[src/rtl/dma_seq_pkg.sv]
package dma_seq_pkg;
  localparam int ADDR_W  = 16;
  localparam int SEL_W   = 4;
  localparam int NUM_EVT = 4;

  typedef enum logic [SEL_W-1:0] {
    SYNC_FREE  = 4'd0,
    SYNC_P0_RX = 4'd1,
    SYNC_P0_TX = 4'd2,
    SYNC_P2_RX = 4'd3,
    SYNC_P2_TX = 4'd4
  } sync_sel_e;

  typedef struct packed {
    logic [ADDR_W-1:0] elem0;
    logic [ADDR_W-1:0] elem1;
    logic [ADDR_W-1:0] frame0;
    logic [ADDR_W-1:0] frame1;
  } idx_set_t;
endpackage

[src/rtl/dma_evt_gate.sv]
module dma_evt_gate #(
  parameter int SEL_W   = 4,
  parameter int NUM_EVT = 4
) (
  input  logic               clk,
  input  logic               rst_n,
  input  logic [SEL_W-1:0]   sel,
  input  logic [NUM_EVT-1:0] evt,
  input  logic               clear,
  input  logic               take,
  output logic               free_run,
  output logic               credit
);
  logic evt_bit, evt_prev, edge_hit;

  always_comb begin
    evt_bit = 1'b0;
    for (int k = 0; k < NUM_EVT; k++)
      if (sel == SEL_W'(k + 1)) evt_bit = evt[k];
  end

  assign free_run = (sel == '0);
  assign edge_hit = evt_bit & ~evt_prev;

  always_ff @(posedge clk or negedge rst_n) begin
    if (!rst_n) begin
      evt_prev <= 1'b0;
      credit   <= 1'b0;
    end else begin
      evt_prev <= evt_bit;
      if (clear) credit <= 1'b0;
      else       credit <= edge_hit | (credit & ~take);
    end
  end
endmodule

[src/rtl/dma_addr_unit.sv]
module dma_addr_unit
  import dma_seq_pkg::*;
#(
  parameter int AW = 16
) (
  input  logic          clk,
  input  logic          rst_n,
  input  logic          load,
  input  logic [AW-1:0] base,
  input  logic          adv,
  input  logic          half_beat,
  input  logic          wrap,
  input  logic          use_frame,
  input  logic          sel,
  input  idx_set_t      idx,
  output logic [AW-1:0] addr
);
  logic [AW-1:0] step;

  always_comb begin
    if (half_beat)      step = AW'(1);
    else if (use_frame) step = sel ? AW'(idx.frame1) : AW'(idx.frame0);
    else                step = sel ? AW'(idx.elem1)  : AW'(idx.elem0);
  end

  always_ff @(posedge clk or negedge rst_n) begin
    if (!rst_n)                addr <= '0;
    else if (load)             addr <= base;
    else if (adv && wrap && !half_beat) addr <= base;
    else if (adv)              addr <= addr + step;
  end
endmodule

[src/rtl/dma_chan_seq.sv]
module dma_chan_seq
  import dma_seq_pkg::*;
#(
  parameter int AW    = 16,
  parameter int CNT_W = 8,
  parameter int SW    = 4,
  parameter int NE    = 4
) (
  input  logic          clk,
  input  logic          rst_n,
  input  logic          run_en,
  input  logic          start,
  input  logic [AW-1:0] cfg_src_base,
  input  logic [AW-1:0] cfg_dst_base,
  input  logic [CNT_W-1:0] cfg_elems_m1,
  input  logic [CNT_W-1:0] cfg_frames_m1,
  input  logic          cfg_src_sel,
  input  logic          cfg_dst_sel,
  input  logic [AW-1:0] cfg_idx_elem0,
  input  logic [AW-1:0] cfg_idx_elem1,
  input  logic [AW-1:0] cfg_idx_frame0,
  input  logic [AW-1:0] cfg_idx_frame1,
  input  logic          cfg_dbl,
  input  logic          cfg_abu,
  input  logic          cfg_int_en,
  input  logic          cfg_int_mode,
  input  logic [SW-1:0] cfg_sync_sel,
  input  logic [NE-1:0] sync_evt,
  output logic          xfer_valid,
  input  logic          xfer_ready,
  output logic [AW-1:0] src_addr,
  output logic [AW-1:0] dst_addr,
  output logic          beat_hi,
  output logic          busy,
  output logic          irq
);
  localparam int HW = CNT_W + 1;

  logic [CNT_W-1:0] elem_q, frame_q;
  logic             free_run, credit;
  logic             load, fire, adv, elem_done, half_beat;
  logic             last_in_frame, last_frame, half_hit, irq_d;
  logic [HW-1:0]    half_pt;
  idx_set_t         idx;

  assign load      = start & run_en;
  assign fire      = xfer_valid & xfer_ready;
  assign adv       = fire & run_en & ~start;
  assign half_beat = cfg_dbl & ~beat_hi;
  assign elem_done = adv & ~half_beat;

  assign last_in_frame = (elem_q == cfg_elems_m1);
  assign last_frame    = (frame_q == cfg_frames_m1);
  assign half_pt       = ({1'b0, cfg_elems_m1} + HW'(1)) >> 1;
  assign half_hit      = (half_pt != '0) && (({1'b0, elem_q} + HW'(1)) == half_pt);

  assign xfer_valid = busy & (free_run | credit | beat_hi);

  assign idx = '{elem0: cfg_idx_elem0, elem1: cfg_idx_elem1,
                 frame0: cfg_idx_frame0, frame1: cfg_idx_frame1};

  dma_evt_gate #(.SEL_W(SW), .NUM_EVT(NE)) u_gate (
    .clk(clk), .rst_n(rst_n), .sel(cfg_sync_sel), .evt(sync_evt),
    .clear(load), .take(adv & ~beat_hi),
    .free_run(free_run), .credit(credit)
  );

  logic [1:0][AW-1:0] base_a, addr_a;
  logic [1:0]         sel_a;
  assign base_a = {cfg_dst_base, cfg_src_base};
  assign sel_a  = {cfg_dst_sel, cfg_src_sel};

  for (genvar s = 0; s < 2; s++) begin : g_side
    dma_addr_unit #(.AW(AW)) u_addr (
      .clk(clk), .rst_n(rst_n), .load(load), .base(base_a[s]),
      .adv(adv), .half_beat(half_beat), .wrap(cfg_abu & last_in_frame),
      .use_frame(last_in_frame), .sel(sel_a[s]), .idx(idx),
      .addr(addr_a[s])
    );
  end

  assign src_addr = addr_a[0];
  assign dst_addr = addr_a[1];

  always_comb begin
    irq_d = 1'b0;
    if (cfg_int_en && elem_done) begin
      if (cfg_abu) irq_d = last_in_frame | (cfg_int_mode & half_hit);
      else         irq_d = last_in_frame & (last_frame | cfg_int_mode);
    end
  end

  always_ff @(posedge clk or negedge rst_n) begin
    if (!rst_n) begin
      busy    <= 1'b0;
      beat_hi <= 1'b0;
      elem_q  <= '0;
      frame_q <= '0;
      irq     <= 1'b0;
    end else begin
      irq <= irq_d;
      if (!run_en) begin
        busy    <= 1'b0;
        beat_hi <= 1'b0;
      end else if (start) begin
        busy    <= 1'b1;
        beat_hi <= 1'b0;
        elem_q  <= '0;
        frame_q <= '0;
      end else if (adv) begin
        beat_hi <= half_beat;
        if (elem_done) begin
          if (!last_in_frame) elem_q <= elem_q + CNT_W'(1);
          else begin
            elem_q <= '0;
            if (!cfg_abu) begin
              if (last_frame) begin
                busy    <= 1'b0;
                frame_q <= '0;
              end else frame_q <= frame_q + CNT_W'(1);
            end
          end
        end
      end
    end
  end
endmodule

[config.mk]
export PLATFORM = sky130hd
export DESIGN_NAME = dma_chan_seq
export DESIGN_NICKNAME = d
export VERILOG_FILES = /design/src/rtl/dma_seq_pkg.sv /design/src/rtl/dma_evt_gate.sv /design/src/rtl/dma_addr_unit.sv /design/src/rtl/dma_chan_seq.sv
export SDC_FILE = /design/constraint.sdc
export NUM_CORES = 1
export LEC_CHECK = 0
export BUFFER_PORTS_ARGS = -buffer_cell sky130_fd_sc_hd__buf_2
export CAP_MARGIN = 15
export CORE_AREA = 3 3 137 139
export CTS_CLUSTER_SIZE = 16
export DETAILED_ROUTE_END_ITERATION = 16
export DIE_AREA = 0 0 140 142
export PLACE_DENSITY = 0.6
export SYNTH_ARGS = -nofsm -noshare
export SYNTH_HDL_FRONTEND = slang
export SYNTH_SLANG_ARGS = --single-unit
[constraint.sdc]
create_clock -name clk -period 8.81 [get_ports clk]
set_clock_uncertainty 0.15 [all_clocks]
set_input_delay 1.762 -clock clk [delete_from_list [all_inputs] [get_ports clk]]
set_output_delay 1.762 -clock clk [all_outputs]
set_load 0.02 [all_outputs]
==> results of run 1 <==
## cells in the mapped netlist, types with 3 or more instances
master	instances	area share, %
nor2_1	82	5.8
nand2_1	54	3.8
dfrtp_1	53	25
a21oi_1	46	4.3
a211oi_1	37	5.2
xnor2_1	36	5.9
ha_1	33	7.8
o21ai_0	32	3.0
mux2i_1	24	4.5
xor2_1	20	3.3
clkbuf_1	19	1.3
nor3_1	18	1.7
inv_1	16	1.1
mux2_2	16	3.4
nand3_1	16	1.5
a31oi_1	12	1.4
nand4_1	12	1.4
o21ai_1	12	1.1
and3_1	9	1.1
nand2b_1	9	1.1
a21o_1	8	1.1
nor2b_1	8	0.94
buf_2	7	0.66
or3_1	6	0.71
a22oi_1	5	0.71
o31ai_1	5	0.71
buf_4	4	0.57
buf_6	4	0.85
nor4_1	4	0.47
o21a_1	4	0.57
and2_1	3	0.35
o21bai_1	3	0.42
## registers in the layout, summed over array words and instances (netlist names)
signal / flops
busy: 1
u_gate.evt_prev: 1
beat_hi: 1
g_side.u_addr.addr: 32
irq: 1
frame_q: 8
elem_q: 8
u_gate.credit: 1
## critical path: stages
cell and delay (ps):
buf_2 140, xor2_1 160, nor4_1 330, nand2_2 80, buf_4 300, mux2i_1 260
mux2i_1 110, or2_2 300, ha_1 220, inv_1 80, fa_1 180, nor2b_1 60
o21a_1 180, o21ai_1 200, a211oi_1 170, or3b_1 380, a31oi_1 210, mux2i_1 200
nand2_1 60
## final cells by class
class,count,share of cell area (%)
tap,229,4.443
multi-input combinational,551,58.09
sequential,53,20.57
clock buffer,5,1.940
inverter,16,0.9313
clock inverter,3,0.4463
timing repair buffer,172,13.58
## per-stage QoR
step	worst slack [ps]	utilization (%)	power [mW]	std cells	cell area, um2
after global routing	3017	36.27	1.406	1029	6449
final	3445	36.27	1.290	1029	6449
after floorplan	3594	-	0.8706	654	5301
after CTS	3411	36.27	1.307	1029	6449
after global placement	3187	35.40	1.074	1021	6295
after detailed placement	3094	35.40	1.079	1021	6295
## cells in the final DEF, fill, tap and decap left out, drive strengths merged, types with 19 or more instances in the layout
cell type / instances
a211oi: 37
xnor2: 36
o21ai: 45
mux2i: 24
nor2: 84
dfrtp: 53
a21oi: 46
inv: 19
buf: 172
xor2: 20
ha: 33
nand2: 54
nor3: 20
## cells by family after synthesis
group / count (synthesis)
adders and majority gates: 35
buffers and inverters: 50
xor gates and xnor gates: 56
and+or+nand+nor: 233
muxes: 42
AOI/OAI and AO/OA: 185
DFF: 53
## report_power, final
part	internal, mW	switching [mW]
Combinational	0.299	0.408
Sequential	0.304	0.0612
Clock	0.110	0.108
Total	0.713	0.577
## worst max path at each step
stage	endpoint	slack (ps)	start	depth (start not counted)
6_report	g_side[1].u_addr.addr[14]$_DFFE_PN0P_	3440	cfg_elems_m1[4]	19
5_1_grt	g_side[0].u_addr.addr[7]$_DFFE_PN0P_	3020	cfg_elems_m1[4]	17
4_1_cts	g_side[1].u_addr.addr[15]$_DFFE_PN0P_	3410	cfg_elems_m1[4]	18
3_5_place_dp	g_side[1].u_addr.addr[15]$_DFFE_PN0P_	3090	cfg_elems_m1[4]	17
3_3_place_gp	g_side[1].u_addr.addr[15]$_DFFE_PN0P_	3190	cfg_elems_m1[4]	18
2_1_floorplan	g_side[1].u_addr.addr[14]$_DFFE_PN0P_	3590	cfg_elems_m1[3]	20
## per-layer routing
layer / vias to the layer above / part of all wire, % / routed length [um]
li1: 2665 / - / -
met1: 2434 / 44 / 7298
met2: 127 / 48 / 7971
met3: 15 / 6.4 / 1052
met4: 8 / 0.52 / 85
met5: - / 0.29 / 48
==> metrics.txt, run 1 <==
DP HPWL ~13000 um; initial antenna violation count 4; min Tclk post-route roughly 5400 ps; GRT Overall Usage between 10% and 20%; Synth Area in XOR/XNOR under 10%; Seq/Total Area, Yosys between 20% and 30%; # Max-Cap Violations 0; DRT Pass-1 Iters 5; GRT met1 Usage 21.00%; TritonCTS Buffers 5; die area 0.01988 mm2; Post-Syn Area ~0.0053 mm2; crit-path max FO 38; final hold violations 0; synthesis-to-finish area growth 21.64%; port bufs roughly 170; Worst-path clk slew 80 ps; Yosys Warn Count 0; simple-gate portion of the synthesized area 21.17%; number of enable flip-flop cells after synthesis 0; GR peak layer met2; residual DRC count 0; CTS resizes 0; GR Layer Usage met2 between 20% and 30%; clock sink count 53; antenna cell count 0; Worst slew margin approximately 44%; fmax between 0.15 and 0.2 GHz; setup tns final 0 ps; adder-cell share of the synthesized area about 8.5%; Reg2Reg Capture Point g_side[1].u_addr.addr[14]$_DFFE_PN0P_; crit path DAT around 5400 ps; largest net degree at the start of global routing 54; global-route wire length before repair between 20000 and 30000 um; mux cell area share after synthesis under 10%; I/O Pins 167; Cells after Synth roughly 650; endpoints failing setup 0; beginning of the worst hold path g_side[1].u_addr.addr[7]$_DFFE_PN0P_; die width about 140 um; RSZ-0062 raised after global routing no; Via density 5.101; Synth Flop Type dfrtp_1; crit start category input port; cell count of the worst hold path 2; Worst EP required approximately 8900 ps; Worst Hold Path EP g_side[1].u_addr.addr[7]$_DFFE_PN0P_; gpl congestion ~0.84; #FFs+latches synth 53; Root Driver clkbuf_16; Syn Area/Cell around 8.1 um2; Worst-Skew Late Latency 310 ps; vias in the first global route 5101; footprint of the multi-input gates between 0.003 and 0.004 mm2; Reg2Reg Setup Slack roughly 4600 ps; largest family of logic cells by synthesized area compound AO/OA/AOI/OAI gates; # H-tree levels 2; Core Rows 49; TritonCTS clock tree done; fill cell count approximately 1.9k; Reg2Reg Depth 18; nets around 970; # hold bufs at CTS 0; path category of the worst min-delay check reg2reg; outcome finished clean; core area about 0.018 mm2; Sequential Area around 0.0013 mm2; Worst VDD drop about 0.091 mV; Starting Density 29.82%; CP endpoint kind register; DR WL/cell 15.99 um; static leakage 3.073 nW; Tcrit/Tclk final approximately three fifths; clock buffer depth 2; via count roughly 5.2k; Slew Viols, Final 0; pwr dens between 150 and 200 mW/mm2; post-CTS setup buffers 0; post-synthesis compound-gate area fraction around 23%; Routed Antenna Nets 0; die extent in y between 100 and 150 um; Crit Path Class in2reg; Synth Net Count just over 800; share of layout cells above drive strength 1 around a quarter; final wirelength 16460 um; minimum hold slack 375.7 ps; Worst-Margin Slew 834.3 ps; RR Startpoint elem_q[0]$_DFFE_PN0P_; Global Route met3 Usage 3.898%; DRT iter0 DRCs slightly above 200; fraction of registers with async set/reset 100.0%; total congestion overflow 0; Yosys cell types just over 60
(Power assumes the default switching activity.)
==> inputs of run 2 (changes only) <==
--- a/config.mk
+++ b/config.mk
@@ -5,13 +5,14 @@
 export SDC_FILE = /design/constraint.sdc
 export NUM_CORES = 1
 export LEC_CHECK = 0
+export ABC_AREA = 1
 export BUFFER_PORTS_ARGS = -buffer_cell sky130_fd_sc_hd__buf_2
 export CAP_MARGIN = 15
-export CORE_AREA = 3 3 137 139
+export CORE_AREA = 3 3 145 147
 export CTS_CLUSTER_SIZE = 16
 export DETAILED_ROUTE_END_ITERATION = 16
-export DIE_AREA = 0 0 140 142
-export PLACE_DENSITY = 0.6
+export DIE_AREA = 0 0 148 150
+export PLACE_DENSITY = 0.59
 export SYNTH_ARGS = -nofsm -noshare
 export SYNTH_HDL_FRONTEND = slang
 export SYNTH_SLANG_ARGS = --single-unit
==> constraint.sdc (replaced) <==
create_clock -name clk -period 5 [get_ports clk]
set_clock_uncertainty 0.15 [all_clocks]
set_input_delay 1 -clock clk [delete_from_list [all_inputs] [get_ports clk]]
set_output_delay 1 -clock clk [all_outputs]
set_load 0.02 [all_outputs]
==> run 2 against run 1 <==
Sequential share of layout area shrank 1.8 points. Area after synthesis is 11% higher. Register-to-register slack got worse by 3200 ps. Utilization is 1.1 points lower. Via count increased by 25%. Clock power rose by 72%. Non-clock buffer count rose by 4. Combinational power is 82% higher. Die area increased by 12%. First-iteration DRC count is 43% higher. Wire length is 23% higher. Critical path type unchanged. Largest power group unchanged. Highest routed layer unchanged.
==> metrics.txt, run 2 <==
outcome finished clean; most common cell in the synthesized netlist nand2_1; Slew Viols, Final 0 (unchanged); # H-tree levels 2 (unchanged); GRT Overall Usage 17.80% (+1.7 points); core area 0.02004 mm2 (+13%); Yosys Warn Count 0 (unchanged); total congestion overflow 0 (unchanged); Starting Density 29.35% (-0.47 points); Crit Path Class in2reg; Tcrit/Tclk final about 79%; fill cell count 2225 (+19%); TritonCTS Buffers 5 (unchanged); max reg flops 32 (unchanged); DRT iter0 DRCs 291 (+43%); path category of the worst min-delay check reg2reg; pwr dens 329.5 mW/mm2 (+65%); adder-cell share of the synthesized area 7.702% (-0.84 points); Synth Flop Type dfrtp_1; Yosys top cell by area dfrtp_1; die width 148 um (+5.7%); static leakage 3.658 nW (+19%); nets 1230 (+27%); share of layout cells above drive strength 1 18.97% (-7.7 points); top cell type's share of synthesized area 22.55% (-2.5 points); CP endpoint kind register; # placed instances 1327 (+30%); Cells after Synth 917 (+40%); final hold violations 0 (unchanged); die area 0.02220 mm2 (+12%); Post-Syn Area 0.005881 mm2 (+11%); largest net degree at the start of global routing 54 (unchanged); Yosys cell types 42 (-31%); Worst-path clk slew 80 ps (about the same); initial antenna violation count 6 (+2); DRT Pass-1 Iters 5 (unchanged); most frequent CP cell nand2_1; synthesis-to-finish area growth 19.91%; Top Registers g_side.u_addr.addr: 32 flops, elem_q: 8 flops, frame_q: 8 flops; CP peak stage delay 360 ps (-20 ps); simple-gate portion of the synthesized area 32.64% (+11 points); crit-path max FO 39 (+2.6%); Syn Area/Cell 6.413 um2 (-21%); RSZ-0062 raised after global routing no; residual DRC count 0 (unchanged); most frequent cells in the layout 263 x nand2_1, 166 x buf_2, 100 x inv_1, 99 x nor2_1, 56 x nand3_1; #FFs+latches synth 53 (unchanged); # Max-Cap Violations 0 (unchanged); clock buffer depth 2 (unchanged); Worst-Margin Slew 853.3 ps (+19.03 ps); port bufs 166 (unchanged); Root Driver clkbuf_16; Worst slew margin 42.99% (-1.4 points); Post-synth top cells 263 x nand2_1, 100 x inv_1, 99 x nor2_1, 56 x nand3_1, 53 x dfrtp_1; Core Rows 52 (+6.1%); post-synthesis compound-gate area fraction 21.00% (-1.6 points); min Tclk post-route around 3900 ps; ranking of synthesized cells by area dfrtp_1 23%, nand2_1 17%, ha_1 7.0%; Worst VDD drop 0.1356 mV (+49%); I/O Pins 167 (unchanged); global-route wire length before repair 31550 um (+21%); Max stage delay cell, worst path a311oi_1; fraction of registers with async set/reset 100.0% (unchanged); DR WL/cell 15.16 um (-5.2%); Non-Filler Instances 1336 (+30%); crit-path cells buf_2 -> inv_1 -> nand2_1 -> nand2_1 -> nand2_1 -> nor2_2 -> nand2_4 -> buf_4 -> a311oi_1 -> ha_1 -> a21oi_1 -> o21ai_0 -> nand2_1 -> nand3_1 -> a21oi_1 -> inv_1 -> nand2_1 -> nand3_1 -> nand2_1 -> nand2_1; vias in the first global route 6162 (+21%); TritonCTS clock tree done; crit path DAT 4000 ps (-1410 ps); fmax between 0.2 and 0.3 GHz; DP HPWL 16370 um (+30%); CTS resizes 0 (unchanged); Seq/Total Area, Yosys 22.55% (-2.5 points); final wirelength 20250 um (+23%); most common cell after layout, fill and taps aside nand2_1; gpl congestion 0.8862 (+5.2%); mux cell area share after synthesis 0.1702% (-8.7 points); endpoints failing setup 0 (unchanged); Via density 4.897 (-4.0%); die extent in y 150 um (+5.6%); Synth Area in XOR/XNOR 5.340% (-3.9 points); Worst EP required 5060 ps (-3800 ps); clock sink count 53 (unchanged); most flop-heavy register g_side.u_addr.addr; Routed Antenna Nets 0 (unchanged); post-CTS setup buffers 0 (unchanged); setup tns final 0 ps (unchanged); number of enable flip-flop cells after synthesis 0 (unchanged); crit start category input port; Worst-Skew Late Latency 310 ps (about the same); largest family of logic cells by synthesized area simple AND/OR/NAND/NOR gates; # hold bufs at CTS 0 (unchanged); Synth Net Count 1083 (+32%); via count 6543 (+25%)
-- run 2: metrics by stage --
| step | power, mW | setup WS (ps) | hold WS, ps | cell area, um2 | utilization [%] |
|---|---|---|---|---|---|
| after floorplan | 1.560 | 1269 | 321.7 | 5881 | - |
| after global placement | 1.948 | 775.4 | 355.2 | 6899 | 34.43 |
| after detailed placement | 1.956 | 773.5 | 354.9 | 6899 | 34.43 |
| after CTS | 2.341 | 1078 | 367.2 | 7049 | 35.18 |
| after global routing | 2.537 | 666.5 | 398.3 | 7052 | 35.19 |
| final | 2.324 | 1054 | 359.2 | 7052 | 35.19 |
-- run 2: metal layers --
layer  wire, um  track usage, %  part of all wire [%]  vias to the layer above
met5         76               0                  0.38                        -
met4        435           4.527                   2.1                       10
met3        981           3.422                   4.8                       33
met2       9577           29.71                    47                      140
met1       9183           23.74                    45                     2978
li1           -               -                     -                     3382
-- run 2: power by group --
group,internal [mW],switching [mW],total (mW)
sequential,0.537,0.122,0.659
clock,0.189,0.186,0.375
combinational,0.483,0.806,1.29
-- run 2: worst max-delay path, delay by kind of cell --
| kind | cells | cell delay (ps) |
|---|---|---|
| buffers and inverters | 4 | 630 |
| AND/OR/NAND/NOR | 11 | 1000 |
| AO/OA/AOI/OAI | 4 | 980 |
| adder cells (fa/ha/maj) | 1 | 360 |
-- run 2: logic make-up (layout without fill, tap and decap cells) --
family / after synthesis / count (layout)
buffers and inverters: 142 / 290
muxes: 1 / 1
and+or+nand+nor: 461 / 461
adders and majority gates: 35 / 35
AOI/OAI and AO/OA: 190 / 190
DFF: 53 / 53
other: 0 / 1
xor gates and xnor gates: 35 / 35
-- run 2: cell type report --
cell class                      instances  area, um2  area share [%]
Multi-Input combinational cell        722       3931           55.75
Clock buffer                            5      125.1           1.774
Inverter                              106      397.9           5.642
Sequential cell                        53       1326           18.81
Tap cell                              270      337.8           4.791
Antenna cell                            1      2.502         0.03549
Clock inverter                          3      25.02          0.3549
Timing Repair Buffer                  176      905.9           12.85
-- run 2: worst paths after layout --
check                                          start                                    end  slack [ps]  cells after the start
hold / removal             u_gate.evt_prev$_DFF_PN0_                u_gate.credit$_DFF_PN0_         360                      3
hold reg to reg            u_gate.evt_prev$_DFF_PN0_                u_gate.credit$_DFF_PN0_         360                      3
max in group asynchronous                      rst_n                u_gate.credit$_DFF_PN0_        3530                      2
min in group asynchronous                      rst_n  g_side[1].u_addr.addr[14]$_DFFE_PN0P_         680                      2
setup reg to reg               elem_q[0]$_DFFE_PN0P_  g_side[0].u_addr.addr[15]$_DFFE_PN0P_        1370                     18
setup / recovery                     cfg_elems_m1[3]  g_side[0].u_addr.addr[15]$_DFFE_PN0P_        1050                     20
==> inputs of run 3 (changes only) <==
--- a/config.mk
+++ b/config.mk
@@ -12,7 +12,7 @@
 export CTS_CLUSTER_SIZE = 16
 export DETAILED_ROUTE_END_ITERATION = 16
 export DIE_AREA = 0 0 148 150
-export PLACE_DENSITY = 0.59
+export PLACE_DENSITY = 0.61
 export SYNTH_ARGS = -nofsm -noshare
 export SYNTH_HDL_FRONTEND = slang
 export SYNTH_SLANG_ARGS = --single-unit
==> constraint.sdc (replaced) <==
create_clock -name clk -period 3.5 [get_ports clk]
set_clock_uncertainty 0.15 [all_clocks]
set_input_delay 0.7 -clock clk [delete_from_list [all_inputs] [get_ports clk]]
set_output_delay 0.7 -clock clk [all_outputs]
set_load 0.02 [all_outputs]
==> run 3 against run 2 <==
Wire length up 1.5%. Clock-buffer cell count unchanged. Worst hold slack worse by 130 ps. Utilization rose by 2.3 points. Largest power group unchanged. Die area unchanged. Cell area rose by 6.5%. Sequential power is 43% higher. First-iteration DRC count grew 18%. Global-route usage up 0.25 points. Total power rose by 52%.
==> metrics.txt, run 3 (synthesis results as in run 2) <==
final hold violations 0 (unchanged); port bufs 166 (unchanged); Reg2Reg Setup Slack 240 ps (-1130 ps); endpoints failing setup 0 (unchanged); vias in the first global route 6296 (+2.2%); final wirelength 20560 um (+1.5%); setup ws final 236.4 ps (-817.5 ps); Tcrit/Tclk final approximately 93%; # H-tree levels 2 (unchanged); post-CTS setup buffers 0 (unchanged); residual DRC count 0 (unchanged); total congestion overflow 0 (unchanged); Routed Antenna Nets 0 (unchanged); TritonCTS Buffers 5 (unchanged); sw power 1.655 mW (+49%); via count 6755 (+3.2%); GRT Overall Usage 18.05% (+0.25 points); crit path DAT 3300 ps (-700 ps); clock sink count 53 (unchanged); gpl congestion 0.9225 (+4.1%); CP endpoint kind register; static leakage 3.930 nW (+7.4%); Sw Ratio 46.81% (-1.1 points); Worst-Skew Late Latency 310 ps (about the same); core area 0.02004 mm2 (unchanged); Pint 1.881 mW (+55%); Root Driver clkbuf_16; Worst EP required 3540 ps (-1520 ps); initial antenna violation count 9 (+3); most frequent cells in the layout 263 x nand2_1, 166 x buf_2, 100 x inv_1, 99 x nor2_1, 56 x nand3_1; die extent in y 150 um (unchanged); most common cell after layout, fill and taps aside nand2_1; most frequent CP cell nand2_1; nets 1277 (+3.8%); Crit Path Class reg2reg; Worst-path clk slew 90 ps (about the same); DP HPWL 16450 um (+0.47%); Worst slew margin 65.03% (+22 points); RSZ-0062 raised after global routing no; crit-path max FO 11 (-72%); DRT Pass-1 Iters 5 (unchanged); CP peak stage delay 420 ps (+60 ps); Sequential Power Share 26.7% (-1.7 points); global-route wire length before repair 32180 um (+2.0%); synthesis-to-finish area growth 27.77%; Via density 4.874 (-0.48%); DR WL/cell 14.84 um (-2.1%); crit-path cells inv_1 -> nand2_1 -> nand2_1 -> nand2_1 -> nor2_2 -> nand2_4 -> buf_4 -> a211oi_1 -> a311oi_1 -> ha_1 -> inv_1 -> nor3_1 -> nand3_1 -> nand3_1 -> nand2_1 -> nand2_1 -> nand2_1 -> a21oi_1 -> o21ai_1; setup tns final 0 ps (unchanged); die width 148 um (unchanged); Top Registers g_side.u_addr.addr: 32 flops, elem_q: 8 flops, frame_q: 8 flops; die area 0.02220 mm2 (unchanged); Max stage delay cell, worst path dfrtp_1; # Max-Cap Violations 0 (unchanged); largest net degree at the start of global routing 56 (+3.7%); I/O Pins 167 (unchanged); TritonCTS clock tree done; min Tclk post-route between 3000 and 4000 ps; clock buffer depth 2 (unchanged); most flop-heavy register g_side.u_addr.addr; Core Rows 52 (unchanged); fmax between 0.3 and 0.4 GHz; crit start category register; path category of the worst min-delay check in2async; Starting Density 29.35% (unchanged); CTS resizes 0 (unchanged); part of the power in combinational logic 57.4% (+1.9 points); Worst VDD drop 0.1856 mV (+37%); Worst-Margin Slew 523.8 ps (-329.5 ps); # hold bufs at CTS 0 (unchanged); Post-Place Setup Slack -50.19 ps (-823.6 ps); DRT iter0 DRCs 344 (+18%); max reg flops 32 (unchanged); Slew Viols, Final 0 (unchanged); clock share of power 15.9% (-0.2 points); outcome finished clean; share of layout cells above drive strength 1 22.57% (+3.6 points); pwr dens 470.7 mW/mm2 (+43%)
run 3: path summary, 6_finish.rpt:
| check | start | end | cells past startpoint |
|---|---|---|---|
| min in group clk | u_gate.evt_prev$_DFF_PN0_ | u_gate.credit$_DFF_PN0_ | 3 |
| setup reg to reg | elem_q[5]$_DFFE_PN0P_ | g_side[1].u_addr.addr[14]$_DFFE_PN0P_ | 19 |
| max in group asynchronous | rst_n | frame_q[4]$_DFFE_PN0P_ | 2 |
| hold reg to reg | u_gate.evt_prev$_DFF_PN0_ | u_gate.credit$_DFF_PN0_ | 3 |
| hold / removal | rst_n | g_side[1].u_addr.addr[12]$_DFFE_PN0P_ | 2 |
| setup / recovery | elem_q[5]$_DFFE_PN0P_ | g_side[1].u_addr.addr[14]$_DFFE_PN0P_ | 19 |
run 3: layout make-up:
type,instances,area [um2]
Sequential cell,53,1326
Antenna cell,4,10.01
Timing Repair Buffer,223,1346
Fill cell,2226,12530
Tap cell,270,337.8
Inverter,106,397.9
Multi-Input combinational cell,722,3941
Clock buffer,5,125.1
Clock inverter,3,28.78
run 3: power groups by stage:
stage	registers [mW]	clock network [mW]	logic [mW]
final	0.943	0.564	2.03
after global routing	0.967	0.596	2.29
after CTS	0.944	0.579	2.03
after detailed placement	0.955	0	2.02
after global placement	0.956	0	2.01
after floorplan	1.06	0	1.17
run 3: per-layer routing:
metal,up-vias,part of all wire (%),track usage [%]
met5,-,0.36,0
met4,10,2.3,6.005
met3,33,5.7,4.149
met2,169,46,29.34
met1,3065,45,23.72
li1,3478,-,-
run 3: critical path, delay by kind of cell (launching register included):
family | cells | cell delay, ps
and+or+nand+nor | 11 | 1270
AOI/OAI and AO/OA | 4 | 500
DFF | 1 | 420
buffers and inverters | 3 | 420
adders and majority gates | 1 | 400
run 3: metrics by stage:
stage                     utilization [%]  total power [mW]  hold slack (ps)  cells  area (um2)
after CTS                           37.39             3.552            242.5   1382        7493
after detailed placement            36.63             2.972            365.3   1374        7340
after global placement              36.63             2.962            347.6   1374        7340
final                               37.49             3.536            229.2   1386        7513
after floorplan                         -             2.228            254.4    917        5881
after global routing                37.49             3.850            262.9   1386        7513
